## src/rtl/spi_port_pkg.sv

```systemverilog
package spi_port_pkg;
  localparam logic [1:0] ADDR_DATA = 2'd0;
  localparam logic [1:0] ADDR_CTRL = 2'd1;
  localparam logic [1:0] ADDR_LEN  = 2'd2;
  localparam logic [1:0] ADDR_DIV  = 2'd3;

  localparam int CTRL_EN   = 0;
  localparam int CTRL_MST  = 1;
  localparam int CTRL_IE   = 2;
  localparam int CTRL_RSVD = 3;
  localparam int CTRL_DONE = 4;
  localparam int CTRL_COLL = 5;
  localparam int CTRL_OVR  = 6;
  localparam int CTRL_BUSY = 7;

  typedef struct packed {
    logic load;    // take a new transmit word
    logic sample;  // capture the input bit
    logic shift;   // advance the shift register
    logic finish;  // move the word to the receive buffer
  } dpStrobe_t;

  typedef enum logic [1:0] {
    ST_IDLE   = 2'd0,
    ST_MSHIFT = 2'd1,
    ST_MDONE  = 2'd2,
    ST_SLAVE  = 2'd3
  } ctlState_t;
endpackage

```

## src/rtl/spi_port_sync.sv

```systemverilog
module spi_port_sync #(
  parameter int WIDTH = 3,
  parameter int STAGES = 2,
  parameter logic [WIDTH-1:0] RESET_VAL = '0
) (
  input  logic             clk,
  input  logic             rstN,
  input  logic [WIDTH-1:0] din,
  output logic [WIDTH-1:0] dout
);
  logic [STAGES-1:0][WIDTH-1:0] stage;

  always_ff @(posedge clk or negedge rstN) begin
    if (!rstN) begin
      for (int s = 0; s < STAGES; s++) stage[s] <= RESET_VAL;
    end else begin
      stage[0] <= din;
      for (int s = 1; s < STAGES; s++) stage[s] <= stage[s-1];
    end
  end

  assign dout = stage[STAGES-1];
endmodule

```

## src/rtl/spi_port_dp.sv

```systemverilog
module spi_port_dp import spi_port_pkg::*; #(
  parameter int DATA_W = 8,
  parameter int LEN_W = $clog2(DATA_W)
) (
  input  logic              clk,
  input  logic              rstN,
  input  dpStrobe_t         strobe,
  input  logic [DATA_W-1:0] wrData,
  input  logic [LEN_W-1:0]  lenSel,
  input  logic              serIn,
  input  logic              rdClear,
  output logic              shiftMsb,
  output logic [DATA_W-1:0] rxBuf,
  output logic              rxFull
);
  logic [DATA_W-1:0] shiftReg;
  logic [DATA_W-1:0] lenMask;
  logic [DATA_W-1:0] alignedWord;
  logic [LEN_W-1:0]  padAmt;
  logic              sampled;

  // words shorter than DATA_W are left-aligned so the MSB pin always sees bit DATA_W-1
  always_comb begin
    padAmt      = LEN_W'(DATA_W - 1) - lenSel;
    lenMask     = {DATA_W{1'b1}} >> padAmt;
    alignedWord = wrData << padAmt;
  end

  always_ff @(posedge clk or negedge rstN) begin
    if (!rstN) begin
      shiftReg <= '0;
      sampled  <= 1'b0;
    end else begin
      if (strobe.sample) sampled <= serIn;
      if (strobe.load) shiftReg <= alignedWord;
      else if (strobe.shift) shiftReg <= {shiftReg[DATA_W-2:0], sampled};
    end
  end

  always_ff @(posedge clk or negedge rstN) begin
    if (!rstN) begin
      rxBuf  <= '0;
      rxFull <= 1'b0;
    end else if (strobe.finish && !rxFull) begin
      rxBuf  <= shiftReg & lenMask;
      rxFull <= 1'b1;
    end else if (rdClear) begin
      rxFull <= 1'b0;
    end
  end

  assign shiftMsb = shiftReg[DATA_W-1];
endmodule

```

## src/rtl/spi_port_ctl.sv

```systemverilog
module spi_port_ctl import spi_port_pkg::*; #(
  parameter int DATA_W = 8,
  parameter int DIV_W = 8,
  parameter int LEN_W = $clog2(DATA_W)
) (
  input  logic              clk,
  input  logic              rstN,
  input  logic [1:0]        regAddr,
  input  logic              regWr,
  input  logic              regRd,
  input  logic [DATA_W-1:0] regWrData,
  input  logic              sckSync,
  input  logic              nssSync,
  input  logic              rxFull,
  output dpStrobe_t         strobe,
  output logic [LEN_W-1:0]  lenSel,
  output logic [DIV_W-1:0]  divider,
  output logic              enable,
  output logic              isMaster,
  output logic              irqEn,
  output logic              sckOut,
  output logic              xferBusy,
  output logic              doneFlag,
  output logic              collFlag,
  output logic              ovrFlag,
  output logic              rdClear,
  output logic              irq
);
  localparam int CNT_W = $clog2(DATA_W + 1);

  ctlState_t        state;
  logic [DIV_W-1:0] halfCnt;
  logic [CNT_W-1:0] bitCnt;
  logic             sckPrev, nssPrev;
  logic             wrDataReg, wrCtrl, wrLen, wrDiv;
  logic             idle, halfTick, lastBit;
  logic             sckRise, sckFall, nssFall, nssRise;
  logic             unusedWr;

  assign unusedWr  = ^{regWrData[CTRL_RSVD], regWrData[CTRL_BUSY]};

  assign wrDataReg = regWr && (regAddr == ADDR_DATA);
  assign wrCtrl    = regWr && (regAddr == ADDR_CTRL);
  assign wrLen     = regWr && (regAddr == ADDR_LEN);
  assign wrDiv     = regWr && (regAddr == ADDR_DIV);
  assign rdClear   = regRd && (regAddr == ADDR_DATA);

  assign idle      = (state == ST_IDLE);
  assign sckRise   = sckSync && !sckPrev;
  assign sckFall   = !sckSync && sckPrev;
  assign nssFall   = !nssSync && nssPrev;
  assign nssRise   = nssSync && !nssPrev;
  assign halfTick  = (state == ST_MSHIFT) && (halfCnt == divider);
  assign lastBit   = (bitCnt == (CNT_W'(lenSel) + CNT_W'(1)));

  always_comb begin
    strobe.load   = wrDataReg && enable && idle;
    strobe.sample = (halfTick && !sckOut) || ((state == ST_SLAVE) && sckRise);
    strobe.shift  = (halfTick && sckOut) || ((state == ST_SLAVE) && sckFall);
    strobe.finish = (state == ST_MDONE) || ((state == ST_SLAVE) && nssRise);
  end

  // transfer sequencing: master clock generation and slave edge tracking
  always_ff @(posedge clk or negedge rstN) begin
    if (!rstN) begin
      state   <= ST_IDLE;
      halfCnt <= '0;
      bitCnt  <= '0;
      sckOut  <= 1'b0;
      sckPrev <= 1'b0;
      nssPrev <= 1'b1;
    end else begin
      sckPrev <= sckSync;
      nssPrev <= nssSync;
      case (state)
        ST_IDLE: begin
          halfCnt <= '0;
          bitCnt  <= '0;
          if (wrDataReg && enable && isMaster) state <= ST_MSHIFT;
          else if (enable && !isMaster && nssFall) state <= ST_SLAVE;
        end
        ST_MSHIFT: begin
          if (halfTick) begin
            halfCnt <= '0;
            sckOut  <= !sckOut;
            if (!sckOut) bitCnt <= bitCnt + CNT_W'(1);
            else if (lastBit) state <= ST_MDONE;
          end else begin
            halfCnt <= halfCnt + DIV_W'(1);
          end
        end
        ST_MDONE: state <= ST_IDLE;
        ST_SLAVE: if (nssRise) state <= ST_IDLE;
        default:  state <= ST_IDLE;
      endcase
    end
  end

  // software-visible configuration and sticky flags
  always_ff @(posedge clk or negedge rstN) begin
    if (!rstN) begin
      enable   <= 1'b0;
      isMaster <= 1'b0;
      irqEn    <= 1'b0;
      lenSel   <= '0;
      divider  <= '0;
      doneFlag <= 1'b0;
      collFlag <= 1'b0;
      ovrFlag  <= 1'b0;
    end else begin
      if (wrCtrl) begin
        enable   <= regWrData[CTRL_EN];
        isMaster <= regWrData[CTRL_MST];
        irqEn    <= regWrData[CTRL_IE];
      end
      if (wrLen) lenSel  <= regWrData[LEN_W-1:0];
      if (wrDiv) divider <= regWrData[DIV_W-1:0];

      if (strobe.finish) doneFlag <= 1'b1;
      else if (wrCtrl && !regWrData[CTRL_DONE]) doneFlag <= 1'b0;

      if (wrDataReg && !idle) collFlag <= 1'b1;
      else if (wrCtrl && !regWrData[CTRL_COLL]) collFlag <= 1'b0;

      if (strobe.finish && rxFull) ovrFlag <= 1'b1;
      else if (wrCtrl && !regWrData[CTRL_OVR]) ovrFlag <= 1'b0;
    end
  end

  assign xferBusy = !idle;
  assign irq      = irqEn && doneFlag;
endmodule

```

## src/rtl/spi_port.sv

```systemverilog
module spi_port import spi_port_pkg::*; #(
  parameter int DATA_W = 8,
  parameter int DIV_W = 8,
  parameter int SYNC_STAGES = 2
) (
  input  logic              clk,
  input  logic              rstN,
  input  logic [1:0]        regAddr,
  input  logic              regWr,
  input  logic              regRd,
  input  logic [DATA_W-1:0] regWrData,
  output logic [DATA_W-1:0] regRdData,
  output logic              irq,
  output logic              sckOut,
  output logic              mosiOut,
  input  logic              misoIn,
  input  logic              sckIn,
  input  logic              mosiIn,
  input  logic              nssIn,
  output logic              misoOut
);
  localparam int LEN_W = $clog2(DATA_W);

  dpStrobe_t         strobe;
  logic [LEN_W-1:0]  lenSel;
  logic [DIV_W-1:0]  divider;
  logic              enable, isMaster, irqEn;
  logic              xferBusy, doneFlag, collFlag, ovrFlag;
  logic              rdClear, rxFull, shiftMsb, serIn;
  logic              sckSync, mosiSync, nssSync;
  logic [DATA_W-1:0] rxBuf;
  logic [DATA_W-1:0] ctrlView;

  spi_port_sync #(.WIDTH(3), .STAGES(SYNC_STAGES), .RESET_VAL(3'b100)) sync_i (
    .clk(clk), .rstN(rstN),
    .din({nssIn, sckIn, mosiIn}),
    .dout({nssSync, sckSync, mosiSync})
  );

  spi_port_ctl #(.DATA_W(DATA_W), .DIV_W(DIV_W), .LEN_W(LEN_W)) ctl_i (
    .clk(clk), .rstN(rstN), .regAddr(regAddr), .regWr(regWr), .regRd(regRd),
    .regWrData(regWrData), .sckSync(sckSync), .nssSync(nssSync), .rxFull(rxFull),
    .strobe(strobe), .lenSel(lenSel), .divider(divider), .enable(enable),
    .isMaster(isMaster), .irqEn(irqEn), .sckOut(sckOut), .xferBusy(xferBusy),
    .doneFlag(doneFlag), .collFlag(collFlag), .ovrFlag(ovrFlag),
    .rdClear(rdClear), .irq(irq)
  );

  assign serIn = isMaster ? misoIn : mosiSync;

  spi_port_dp #(.DATA_W(DATA_W), .LEN_W(LEN_W)) dp_i (
    .clk(clk), .rstN(rstN), .strobe(strobe), .wrData(regWrData), .lenSel(lenSel),
    .serIn(serIn), .rdClear(rdClear), .shiftMsb(shiftMsb), .rxBuf(rxBuf), .rxFull(rxFull)
  );

  always_comb begin
    ctrlView            = '0;
    ctrlView[CTRL_EN]   = enable;
    ctrlView[CTRL_MST]  = isMaster;
    ctrlView[CTRL_IE]   = irqEn;
    ctrlView[CTRL_DONE] = doneFlag;
    ctrlView[CTRL_COLL] = collFlag;
    ctrlView[CTRL_OVR]  = ovrFlag;
    ctrlView[CTRL_BUSY] = xferBusy;
    case (regAddr)
      ADDR_DATA: regRdData = rxBuf;
      ADDR_CTRL: regRdData = ctrlView;
      ADDR_LEN:  regRdData = DATA_W'(lenSel);
      default:   regRdData = DATA_W'(divider);
    endcase
  end

  assign mosiOut = isMaster && shiftMsb;
  assign misoOut = !isMaster && xferBusy && shiftMsb;
endmodule

```

## config.mk

```make
export PLATFORM = sky130hd
export DESIGN_NAME = spi_port
export DESIGN_NICKNAME = d
export VERILOG_FILES = /design/src/rtl/spi_port_pkg.sv /design/src/rtl/spi_port_sync.sv /design/src/rtl/spi_port_dp.sv /design/src/rtl/spi_port_ctl.sv /design/src/rtl/spi_port.sv
export SDC_FILE = /design/constraint.sdc
export NUM_CORES = 1
export LEC_CHECK = 0
export CORE_ASPECT_RATIO = 1.4
export CORE_MARGIN = 5
export CORE_UTILIZATION = 45
export DETAILED_ROUTE_END_ITERATION = 8
export DONT_BUFFER_PORTS = 1
export SLEW_MARGIN = 20
export SYNTH_ARGS = -nofsm -noshare
export SYNTH_HDL_FRONTEND = slang
export SYNTH_SLANG_ARGS = --single-unit
```

## constraint.sdc

```tcl
create_clock -name clk -period 1.7 [get_ports clk]
set_input_delay 0.34 -clock clk [delete_from_list [all_inputs] [get_ports clk]]
set_output_delay 0.34 -clock clk [all_outputs]
set_load 0.05 [all_outputs]
```

Word-level counts from Yosys, hierarchy flattened
Cells that the tools add are included.
Word-level totals
  register bits: 58
  bits of input ports: 18
  logic and storage cells: 120
  output and inout port bits: 12
Operators by class
  bitwise operators: 1
  shift operators: 2
  eq/ne operators: 14
  mux-type cells: 24
  reduce and logical (&&, ||, !) cells: 55
  $add $sub $neg: 4
Operators with widths (number)
  logical AND 1 bit: 30
  two-way mux 8 bit: 3
  one-hot mux 8 bit (3 select lines): 1
  one-hot mux 8 bit (2 select lines): 1
  two-way mux 2 bit: 6
  nonzero test 2 bit: 6
  zero test 1 bit: 11
  two-way mux 1 bit: 9
  adder 8 x 1 -> 8 bit, second input constant: 1
  AND 8 bit: 1
  equality test 2 bit, second input constant: 4
  equality test 8 bit: 1
  two-way mux 4 bit: 2
  inequality test 2 x 1 -> 1 bit, second input constant: 4
  one-hot mux 2 bit (4 select lines): 1
  one-hot mux 4 bit (2 select lines): 1
  << shifter 8 x 3 -> 8 bit: 1
  right shift 8 x 3 -> 8 bit, first input constant: 1
  AND reduction 5 bit: 1
  adder 3 x 1 -> 4 bit, second input constant: 1
  adder 4 x 1 -> 4 bit, second input constant: 1
  equality test 2 x 1 -> 1 bit, second input constant: 2
  equality test 4 bit: 1
  zero test 2 bit: 2
  other kinds (6): 8

Depth between registers and ports, before layout
  word-level depth: 6
  gate-level depth with buffers: 8
  mapped depth without buffers: 8

Hierarchy
A second synthesis with hierarchy kept.
Second synthesis, totals
  cell total of the unflattened synthesis: 290
  area, all modules: 3158.0 um^2
Modules (own cells, without submodules)
  spi_port_ctl: area an instance 1710.4 um^2, seq. area each 852.1 um^2, instances 1, cells an instance 155
  spi_port_dp: area an instance 1057.3 um^2, seq. area each 450.4 um^2, instances 1, cells an instance 102
  spi_port: area an instance 215.2 um^2, seq. area each 0.0 um^2, instances 1, cells an instance 24
  spi_port_sync: area an instance 175.2 um^2, seq. area each 152.6 um^2, instances 1, cells an instance 9

Worst setup path before layout
Ideal clock, no wire load.
  path kind: in2out
  start: input regAddr[0]
  end: output regRdData[7]
  arrival time: 2196 ps
  data required time: 1360 ps
  stages on the path: 4
  slack: -836 ps
  path buffers: 2
  cell sequence: clkbuf_1 > clkbuf_1 > o21ai_0 > o21ai_0
Between the ends
  cells in the longest elaborated chain, start to end: 2
  elaborated cells between the ends (all ways): 4
  classes of those cells: eq/ne: 2; mux: 1; reduce/logical: 1
RTL lines
  start, declared: line spi_port.sv:8  | input logic [1:0] regAddr,
  equality test 2 bit (tied with other cells): line spi_port.sv:65  | case (regAddr)
  one-hot mux 8 bit (3 select lines) (*): line spi_port.sv:65
  end, declared: line spi_port.sv:12  | output logic [DATA_W-1:0] regRdData,
Mark *: on every way between the ends. The rest lies on a longest branch, timed or not.

Worst setup path after layout
  start: register ctl_i.divider[2]
  end: register dp_i.shiftReg[6]
Between the ends
  cells in the longest elaborated chain, start to end: 5
RTL lines
  start, declared: line spi_port_ctl.sv:17  | output logic [DIV_W-1:0] divider,
  start signal, assigned: line spi_port_ctl.sv:117  | if (wrDiv) divider <= regWrData[DIV_W-1:0];
  equality test 8 bit: line spi_port_ctl.sv:53  | assign halfTick = (state == ST_MSHIFT) && (halfCnt == divider);
  logical AND 1 bit: line spi_port_ctl.sv:53
  logical AND 1 bit: line spi_port_ctl.sv:59  | strobe.shift = (halfTick && sckOut) || ((state == ST_SLAVE) && sckFall);
  logical OR 1 bit: line spi_port_ctl.sv:59
  nonzero test 2 bit (no line)
  end signal, assigned: line spi_port_dp.sv:35  | if (strobe.load) shiftReg <= alignedWord;
  end signal, assigned: line spi_port_dp.sv:36  | else if (strobe.shift) shiftReg <= {shiftReg[DATA_W-2:0], sampled};
  end, declared: line spi_port_dp.sv:16  | logic [DATA_W-1:0] shiftReg;
Every way passes these cells.
A chain may end at the register's enable or synchronous reset.

==> flow_results.org <==
** Run status
- The flow ran to the end, but the final reports show violations.
- The final reports fail on negative setup slack.

** CTS
- In this run, CTS created clock tree buffers numbering 9.
- Clock-pin slew was measured on the worst setup and hold paths at 0.07 ns.
- CTS tree :: done
- Skew-Pair Late Insertion Delay :: 0.34 ns
- Clk sink count :: 58
- Htree depth :: 3
- In this run the clock root is driven by a sky130_fd_sc_hd__clkbuf_8.
- No sink is reached through more buffers than the 2 on the longest clock path.

** Critical path
- Capturing point of the worst reg2reg path :: dp_i.shiftReg[6]
- Across all register-to-register paths, the minimum setup slack is -0.29 ns.
- The worst setup path is captured at a flip-flop.
- The startpoint identified for the worst register-to-register timing path is ctl_i.divider[2].
- At the worst endpoint, the required time is 1.92 ns.
- The critical path ends at dp_i.shiftReg[6].
- Number of cells traversed by the worst register-to-register path :: 6
- The most critical setup path has its startpoint at ctl_i.divider[2].
- In this run the worst path has a maximum fanout of 8.
- Data arrives at the worst endpoint at 2.22 ns.
- STA classifies the critical path startpoint as a flip-flop.
- Setup Crit Path Kind :: flip-flop to flip-flop

** Routing
- The final layout contains routed wiring with a total length of 7980 um.
- The detail route stage leaves a number of antenna-violating nets equal to 0.
- DR vias :: 2468
- Initial detailed-routing violation count :: 155
- In the final routed layout, each cell accounts on average for 17.6 um.
- First drt pass iteration count :: 4
- After detailed routing, the number of remaining DRC violations is 0.
- Dividing the detail-routed via count by the number of cells gives 5.44.

** Floorplan
- The floorplan step set the die width to 80.0 um.
- Initial Util :: 46.6%
- Die height :: 108 um
- 30 I/O pins were placed.
- Area of the die :: 8630 um^2
- The floorplan step defined a core boundary enclosing 6610 um^2.
- The floorplan has 35 rows.

** Yosys
- The cell area that synthesis handed to floorplanning was 3080 um^2.
- Yosys warns :: 0
- Post-synthesis net count :: 318
- Post-synthesis area per instance :: 10.5 um^2
- Synthesis produced 294 cells.
- The most used flip-flop cell after synthesis is sky130_fd_sc_hd__dfrtp_1.
- Synthesized flop and latch total :: 58
- Number of distinct library cell variants in the gate-level netlist after synthesis :: 34
- The share of the Yosys chip area taken by registers is 47.2%.
- In this run, synthesis inferred 0 flip-flops with an integrated enable.
- Async S/R FF share, synth :: 100%

** Final layout
- The library cell used most frequently in the layout, excluding fill and tap cells, is sky130_fd_sc_hd__dfrtp_1.
- The number of antenna diodes in the final layout is 0.
- P&R area growth vs syn :: 34.3%
- Share of the core filled with cells :: 62.6%
- Most frequent cells in the layout :: sky130_fd_sc_hd__dfrtp_1 (55), sky130_fd_sc_hd__buf_4 (46), sky130_fd_sc_hd__nand2_1 (25)
- The net count of the finished layout is 381.
- Cells with a size suffix above 1 make up 39.5% of the layout.
- Post-Layout Cell Count :: 454

** Place
- Once detailed placement completed, the half-perimeter wirelength came to 5590 um.
- The congestion estimate from routability-driven global placement came to 0.861.
- Once placement completed, the tool counted placed cells totaling 419.
- Buffers added on ports :: 0

** Worst hold path
- Along the worst hold path, the cell count comes to 0.
- Classification of the worst-slack hold path :: input port to flip-flop

** Power
- Leak :: 1.87 nW
- Dividing total power by cell area gives a power density of 1200 nW/um^2.
- Across the VDD grid, the largest voltage drop is 580 uV.
- Power comes to 4.97 mW.

** Timing
- Slew at the pin closest to its max-slew limit :: 0.497 ns
- The number of hold-slack violations in the final timing report is 0.
- Smallest setup slack after layout :: -0.292 ns
- Across all hold checks on the routed design, the worst slack comes to 0.0279 ns.
- Skew final :: 0.00841 ns
- Summed over all failing endpoints, the final setup total negative slack is -4.75 ns.
- Setup repair after global routing could not meet its margin everywhere.
- Setup violations remaining at the end of the flow were counted as 29.
- Of the available clock period, the critical path in the final layout requires 117%.
- The max-slew violation count was 0.
- Shortest clock period the worst path allows after layout :: 1.99 ns
- Worst slew margin relative to its limit :: 67.1%
- Timing would allow up to 502 MHz.

** Global route
- The via count of the first global-routing pass came to 2600.
- Global routing usage summed across all routing layers :: 20.1%
- The first global-routing pass estimated 13100 um of wire.
- Antenna violations before repair :: 0
- Maximum number of pins on one net before global-route repair :: 59
- Global-route congestion overflow total :: 0

** Run
- Max-cap check violation count :: 0
-- flip-flops by register name, summed over array words and instances (netlist names) --
signal          flops
ctl_i.enable        1
ctl_i.ovrFlag       1
ctl_i.state         2
sync_i.dout         3
ctl_i.isMaster      1
dp_i.shiftReg       8
dp_i.rxFull         1
ctl_i.divider       8
ctl_i.lenSel        3
ctl_i.nssPrev       1
ctl_i.sckOut        1
dp_i.sampled        1
ctl_i.doneFlag      1
ctl_i.sckPrev       1
dp_i.rxBuf          8
sync_i.stage        3
ctl_i.bitCnt        4
ctl_i.irqEn         1
ctl_i.collFlag      1
ctl_i.halfCnt       8
-- through the flow --
stage	instance area [um^2]	setup slack, ns
after detailed placement	3540	-0.257
after CTS	4070	-0.255
after global routing	4140	-0.418
final	4140	-0.292
after global placement	3540	-0.229
after floorplan	3120	-0.215
-- power by group --
part | leakage, nW | internal [mW] | switching, mW
registers | 0.725 | 1.64 | 0.223
logic | 1.05 | 0.909 | 0.930
clock network | 0.0953 | 0.711 | 0.558
-- timing repair --
item / CTS / global route
pin swaps: 12 / 9
endpoints found under the hold margin: 59 / 0
gates cloned: 1 / 0
resized for setup: 39 / 17
buffers inserted: 14 / 5
endpoints found under the setup margin: 22 / 29
hold buffers: 3 / 0
-- cells in the mapped netlist, types with 2 or more instances --
master,count,share of area (%)
sky130_fd_sc_hd__dfrtp_1,55,45
sky130_fd_sc_hd__mux2_2,28,10
sky130_fd_sc_hd__nand2_1,27,3.3
sky130_fd_sc_hd__o21ai_0,26,4.2
sky130_fd_sc_hd__nand3_1,17,2.8
sky130_fd_sc_hd__a21oi_1,14,2.3
sky130_fd_sc_hd__nor2_1,14,1.7
sky130_fd_sc_hd__mux2i_1,12,3.9
sky130_fd_sc_hd__clkbuf_1,10,1.2
sky130_fd_sc_hd__inv_1,10,1.2
sky130_fd_sc_hd__nand2b_1,9,1.8
sky130_fd_sc_hd__xor2_1,9,2.6
sky130_fd_sc_hd__a31oi_1,8,1.6
sky130_fd_sc_hd__and3_1,6,1.2
sky130_fd_sc_hd__ha_1,6,2.4
sky130_fd_sc_hd__a22o_1,4,1.1
sky130_fd_sc_hd__buf_2,4,0.65
sky130_fd_sc_hd__mux4_2,4,2.9
sky130_fd_sc_hd__xnor2_1,4,1.1
sky130_fd_sc_hd__dfstp_2,3,2.6
sky130_fd_sc_hd__nand3b_1,3,0.73
sky130_fd_sc_hd__nand4_1,3,0.61
sky130_fd_sc_hd__nand4b_1,3,0.85
sky130_fd_sc_hd__and2_1,2,0.41
sky130_fd_sc_hd__nor3b_1,2,0.49
sky130_fd_sc_hd__o31ai_1,2,0.49
sky130_fd_sc_hd__or2b_1,2,0.49
-- worst max-delay path, cell delays in order, from the launching register on --
cell                       delay (ns)
sky130_fd_sc_hd__dfrtp_1         0.40
sky130_fd_sc_hd__xor2_1          0.17
sky130_fd_sc_hd__nor4_2          0.36
sky130_fd_sc_hd__nand4b_1        0.23
sky130_fd_sc_hd__o211ai_4        0.26
sky130_fd_sc_hd__buf_12          0.16
sky130_fd_sc_hd__mux2_4          0.30
-- layer usage --
metal	wire length (um)	global-route usage (%)	vias up
met5	0	0	-
li1	-	-	1177
met2	4030	33.9	61
met1	3300	23.7	1218
met3	493	6.67	12
met4	165	7.25	0
-- layout make-up --
cell class / instances / area [um^2]
fillers: 536 / 2470
clock buffers: 11 / 141
clock inverters: 5 / 55.1
well taps: 92 / 115
multi-input cells: 212 / 1730
repair buffers: 66 / 602
flip-flops and latches: 58 / 1460
inverters: 10 / 37.5
-- cells by family after synthesis --
group	synth area share [%]
compound gates	11.2
xor+xnor	3.69
fa+ha+maj	2.44
buf+inv	3.08
flops	47.2
mux	17.0
simple gates	15.3
-- worst min-delay path by stage --
stage | startpoint | slack [ns] | end
global route | sckIn | 0.0008 | sync_i.stage[1]
floorplan | rstN | 0.04 | ctl_i.bitCnt[0]
finish | sckIn | 0.03 | sync_i.stage[1]
detailed placement | rstN | 0.05 | sync_i.stage[1]
global placement | rstN | 0.05 | sync_i.stage[1]
CTS | sckIn | 0.01 | sync_i.stage[1]
(Power assumes the default switching activity.)
